## src/rtl/ring_pkg.sv

```systemverilog
package ring_pkg;
  // why the next edge takes the start pattern instead of shifting
  typedef enum logic [1:0] {
    RLD_NONE  = 2'd0,
    RLD_INIT  = 2'd1,
    RLD_WRAP  = 2'd2,
    RLD_EMPTY = 2'd3
  } reload_cause_e;
endpackage

```

## src/rtl/ring_reload_detect.sv

```systemverilog
module ring_reload_detect
  import ring_pkg::*;
#(
  parameter int N = 8
) (
  input  logic [N-1:0]  state,
  input  logic          init_n,
  output logic          reload,
  output reload_cause_e cause
);
  logic empty;
  assign empty = (state == '0);

  // initialisation takes priority, then lap wrap, then empty ring
  always_comb begin
    if (!init_n)           cause = RLD_INIT;
    else if (state[N-1])   cause = RLD_WRAP;
    else if (empty)        cause = RLD_EMPTY;
    else                   cause = RLD_NONE;
  end

  assign reload = (cause != RLD_NONE);
endmodule

```

## src/rtl/ring_cell.sv

```systemverilog
module ring_cell #(
  parameter bit POWERUP  = 1'b0,
  parameter bit LOAD_VAL = 1'b0
) (
  input  logic clk,
  input  logic load,
  input  logic shift_in,
  output logic q
);
  logic bit_q = POWERUP;

  // data mux in front of the flop: start pattern or neighbour
  always_ff @(posedge clk) begin
    if (load) bit_q <= LOAD_VAL;
    else      bit_q <= shift_in;
  end

  assign q = bit_q;
endmodule

```

## src/rtl/ring_counter.sv

```systemverilog
module ring_counter
  import ring_pkg::*;
#(
  parameter int           N           = 8,
  parameter logic [N-1:0] POWERUP_PAT = '0
) (
  input  logic         clk,
  input  logic         init_n,
  output logic [N-1:0] ring_q,
  output logic         wrap
);
  localparam logic [N-1:0] START = {{(N-1){1'b0}}, 1'b1};
  localparam int           RUN_W = $clog2(N + 2) + 1;

  logic [N-1:0]  state;
  logic          reload;
  reload_cause_e cause;

  initial begin
    if (N < 2) $error("ring_counter: N must be at least 2");
  end

  ring_reload_detect #(.N(N)) u_detect (
    .state  (state),
    .init_n (init_n),
    .reload (reload),
    .cause  (cause)
  );

  for (genvar i = 0; i < N; i++) begin : g_cell
    localparam int SRC = (i == 0) ? N - 1 : i - 1;
    ring_cell #(
      .POWERUP  (POWERUP_PAT[i]),
      .LOAD_VAL (START[i])
    ) u_cell (
      .clk      (clk),
      .load     (reload),
      .shift_in (state[SRC]),
      .q        (state[i])
    );
  end

  assign ring_q = state;
  assign wrap   = state[N-1];

  // ---------------------------------------------------------------
  // checks
  // ---------------------------------------------------------------
  logic [RUN_W-1:0] bad_run = '0;
  always_ff @(posedge clk) begin
    if (!init_n || ($countones(state) == 1)) bad_run <= '0;
    else if (bad_run != '1)                  bad_run <= bad_run + 1'b1;
  end


  init_load_chk: assert property (@(posedge clk)
    !init_n |=> (ring_q == START));


  shift_up_chk: assert property (@(posedge clk) disable iff (!init_n)
    (($countones(ring_q) == 1) && !ring_q[N-1]) |=> (ring_q == ($past(ring_q) << 1)));


  wrap_reload_chk: assert property (@(posedge clk) disable iff (!init_n)
    ring_q[N-1] |=> (ring_q == START));


  empty_reload_chk: assert property (@(posedge clk) disable iff (!init_n)
    (ring_q == '0) |=> (ring_q == START));


  converge_chk: assert property (@(posedge clk) disable iff (!init_n)
    (bad_run <= RUN_W'(N)));
endmodule

```

## config.mk

```make
export PLATFORM = sky130hd
export DESIGN_NAME = ring_counter
export DESIGN_NICKNAME = d
export VERILOG_FILES = /design/src/rtl/ring_pkg.sv /design/src/rtl/ring_reload_detect.sv /design/src/rtl/ring_cell.sv /design/src/rtl/ring_counter.sv
export SDC_FILE = /design/constraint.sdc
export NUM_CORES = 1
export LEC_CHECK = 0
export BUFFER_PORTS_ARGS = -buffer_cell sky130_fd_sc_hd__buf_2
export CAP_MARGIN = 20
export CORE_AREA = 2 2 39 41
export CTS_CLUSTER_DIAMETER = 30
export CTS_CLUSTER_SIZE = 30
export DETAILED_ROUTE_END_ITERATION = 8
export DIE_AREA = 0 0 41 43
export PLACE_DENSITY = 0.47
export SLEW_MARGIN = 40
export SYNTH_ARGS = -nofsm -noshare
export SYNTH_HDL_FRONTEND = slang
export SYNTH_HIERARCHICAL = 1
export SYNTH_SLANG_ARGS = --single-unit
export TNS_END_PERCENT = 1
```

## constraint.sdc

```tcl
create_clock -name clk -period 2.09 [get_ports clk]
set_input_delay 0.209 -clock clk [delete_from_list [all_inputs] [get_ports clk]]
set_output_delay 0.209 -clock clk [all_outputs]
set_load 0.02 [all_outputs]
```

==> metrics.md <==
| Metric | Value |
|---|---|
| Status | finished clean |
| Area growth syn-to-layout | 34.2% |
| RSZ-0062 raised after global routing | false |
| Vias in the first global route | 205 |
| Clock sinks | 8 |
| Met3 Use GR | 0.0314 |
| Req. time, crit path | 2.29 ns |
| Routed len/inst | 9.90 µm |
| Post-synthesis net count | 22 |
| CP Launch Type | flip-flop |
| Worst r2r path cells | 4 |
| Worst-path cell chain | or4_4, o41ai_4, buf_4, or2_1 |
| Slowest cell delay on critical path | 0.54 ns |
| Power Density | 818 nW/µm² |
| Leakage | 0.176 nW |
| Die Footprint | 1760 µm² |
| Starting DRT DRC Count | 0 |
| Multi-input gate area | 148 µm² |
| Crit. End Element | flip-flop |
| GR Util met1 | 0.0550 |
| Die width | 41 µm |
| Worst-path clk slew | 0.05 ns |
| CP max FO | 7 |
| Hold buffer count at CTS | 0 |
| I/O pins | 11 |
| Area of the core | 1380 µm² |
| Post-layout min period | 1.62 ns |
| Max reg flops | 8 |
| Clock root buffer | clkbuf_4 |
| GRT busiest layer | met2 |
| Initial cell density of the core | 0.220 |
| WS Path Type | reg -> reg |
| First-pass GRT wire length | 765 µm |
| Total Wirelength | 485 µm |
| Placer Congestion | 0.649 |
| Reg2reg end | g_cell[0].u_cell/q$_SDFF_PP1_ |
| Register area | 160 µm² |
| Post-route ant nets | 0 |
| Post-CTS sizing | 0 |
| DRC violations left | 0 |
| Mapped Area | 304 µm² |
| CTS max path bufs | 2 |
| Syn Inst Count | 20 |
| Max VDD drop | 0.000272 V |
| Final worst slack | 0.467 ns |
| Max-Cap Viols | 0 |
| Initial DRT Pass Iterations | 1 |
| Worst hold path type | in -> reg |
| Place WS | 0.463 ns |
| M2 GR Usage | 0.109 |
| FP Rows | 14 |
| CTS Buf Count | 3 |
| Fmax | 616 MHz |
| Final hold vios | 0 |
| CTS tree | built |
| Clock Skew | 0.00102 ns |
| Placed cells | 46 |
| Warnings, synthesis | 6 |
| Critical Path AT | 1.82 ns |
| Worst r2r src | g_cell[4].u_cell/q$_SDFF_PP0_ |
| Largest net degree at the start of global routing | 8 |
| WHS Endpoint | g_cell[1].u_cell/q$_SDFF_PP0_ |
| Nets | 37 |
| Setup TNS | 0 ns |
| Fin crit share | 0.777 |
| Least-Margin Pin Slew | 0.334 ns |
| Share of layout cells above drive strength 1 | 0.697 |
| Syn Area/Cell | 15.2 µm² |
| Slew Limit Fails | 0 |
| Via density | 3.69 |
| PortBufs | 10 |
| Worst slew margin | 0.776 |
| Diode count | 0 |
| Finish-stage setup viols | 0 |
| Setup bufs post-CTS | 0 |
| Highest-delay cell along the critical path | or4_4 |
| Fin cells | 49 |
| GRT overflow | 0 |
| Antenna violations before repair | 0 |
| Clock latency on the worst-skew pair | 0.25 ns |
| Vias | 181 |
| Post-layout util | 0.295 |
| HP Start | init_n |
| CTS H-Tree Depth | 1 |
| Total GRT Usage | 0.0734 |
| Filler cell count | 144 |
| Flop-to-flop setup slack | 0.47 ns |
| WHS Path Cells | 4 |
| Die Ht | 43 µm |
| Design Power | 0.334 mW |
critical path, delay by kind of cell (launching register included):
family / cells / cell delay, ns
DFF: 1 / 0.32
buffers and inverters: 1 / 0.29
and+or+nand+nor: 2 / 0.66
AOI/OAI and AO/OA: 1 / 0.30
metrics by stage:
step | hold slack (ns) | instance area [µm²]
2_1_floorplan | 0.555 | 315
3_3_place_gp | 0.462 | 385
3_5_place_dp | 0.470 | 385
4_1_cts | 0.327 | 408
5_1_grt | 0.345 | 408
6_report | 0.339 | 408
layer usage:
metal  share of wire  vias to the layer above
met1            0.29                       87
li1                -                       90
met5               0                        -
met4               0                        0
met2            0.61                        4
met3           0.091                        0
worst max path at each step:
stage | slack (ns) | cells past startpoint | start | end
final | 0.47 | 4 | g_cell[4].u_cell/q$_SDFF_PP0_ | g_cell[0].u_cell/q$_SDFF_PP1_
after global routing | 0.40 | 4 | g_cell[4].u_cell/q$_SDFF_PP0_ | g_cell[0].u_cell/q$_SDFF_PP1_
after CTS | 0.45 | 4 | g_cell[4].u_cell/q$_SDFF_PP0_ | g_cell[0].u_cell/q$_SDFF_PP1_
after detailed placement | 0.46 | 4 | g_cell[4].u_cell/q$_SDFF_PP0_ | g_cell[0].u_cell/q$_SDFF_PP1_
after global placement | 0.49 | 4 | g_cell[4].u_cell/q$_SDFF_PP0_ | g_cell[0].u_cell/q$_SDFF_PP1_
after floorplan | 0.16 | 3 | g_cell[4].u_cell/q$_SDFF_PP0_ | g_cell[0].u_cell/q$_SDFF_PP1_
final cells by class:
cell class	instances	area share
multi-input cells	11	0.362
flip-flops and latches	8	0.393
repair buffers	11	0.141
well taps	16	0.0491
clock buffers	3	0.0552
power by group:
part | total, mW | switching [mW] | internal (mW) | leakage [nW]
registers | 0.167 | 0.00725 | 0.160 | 0.0652
clock network | 0.116 | 0.0505 | 0.0656 | 0.0138
logic | 0.0508 | 0.0271 | 0.0237 | 0.0970
cells in the final DEF, fill, tap and decap left out, drive strengths merged:
cell type and count:
dfxtp 8, or2 1, or4 1, buf 11
nor2b 8, o41ai 1, clkbuf 3
Note: power is estimated with default switching activity, not from simulation.
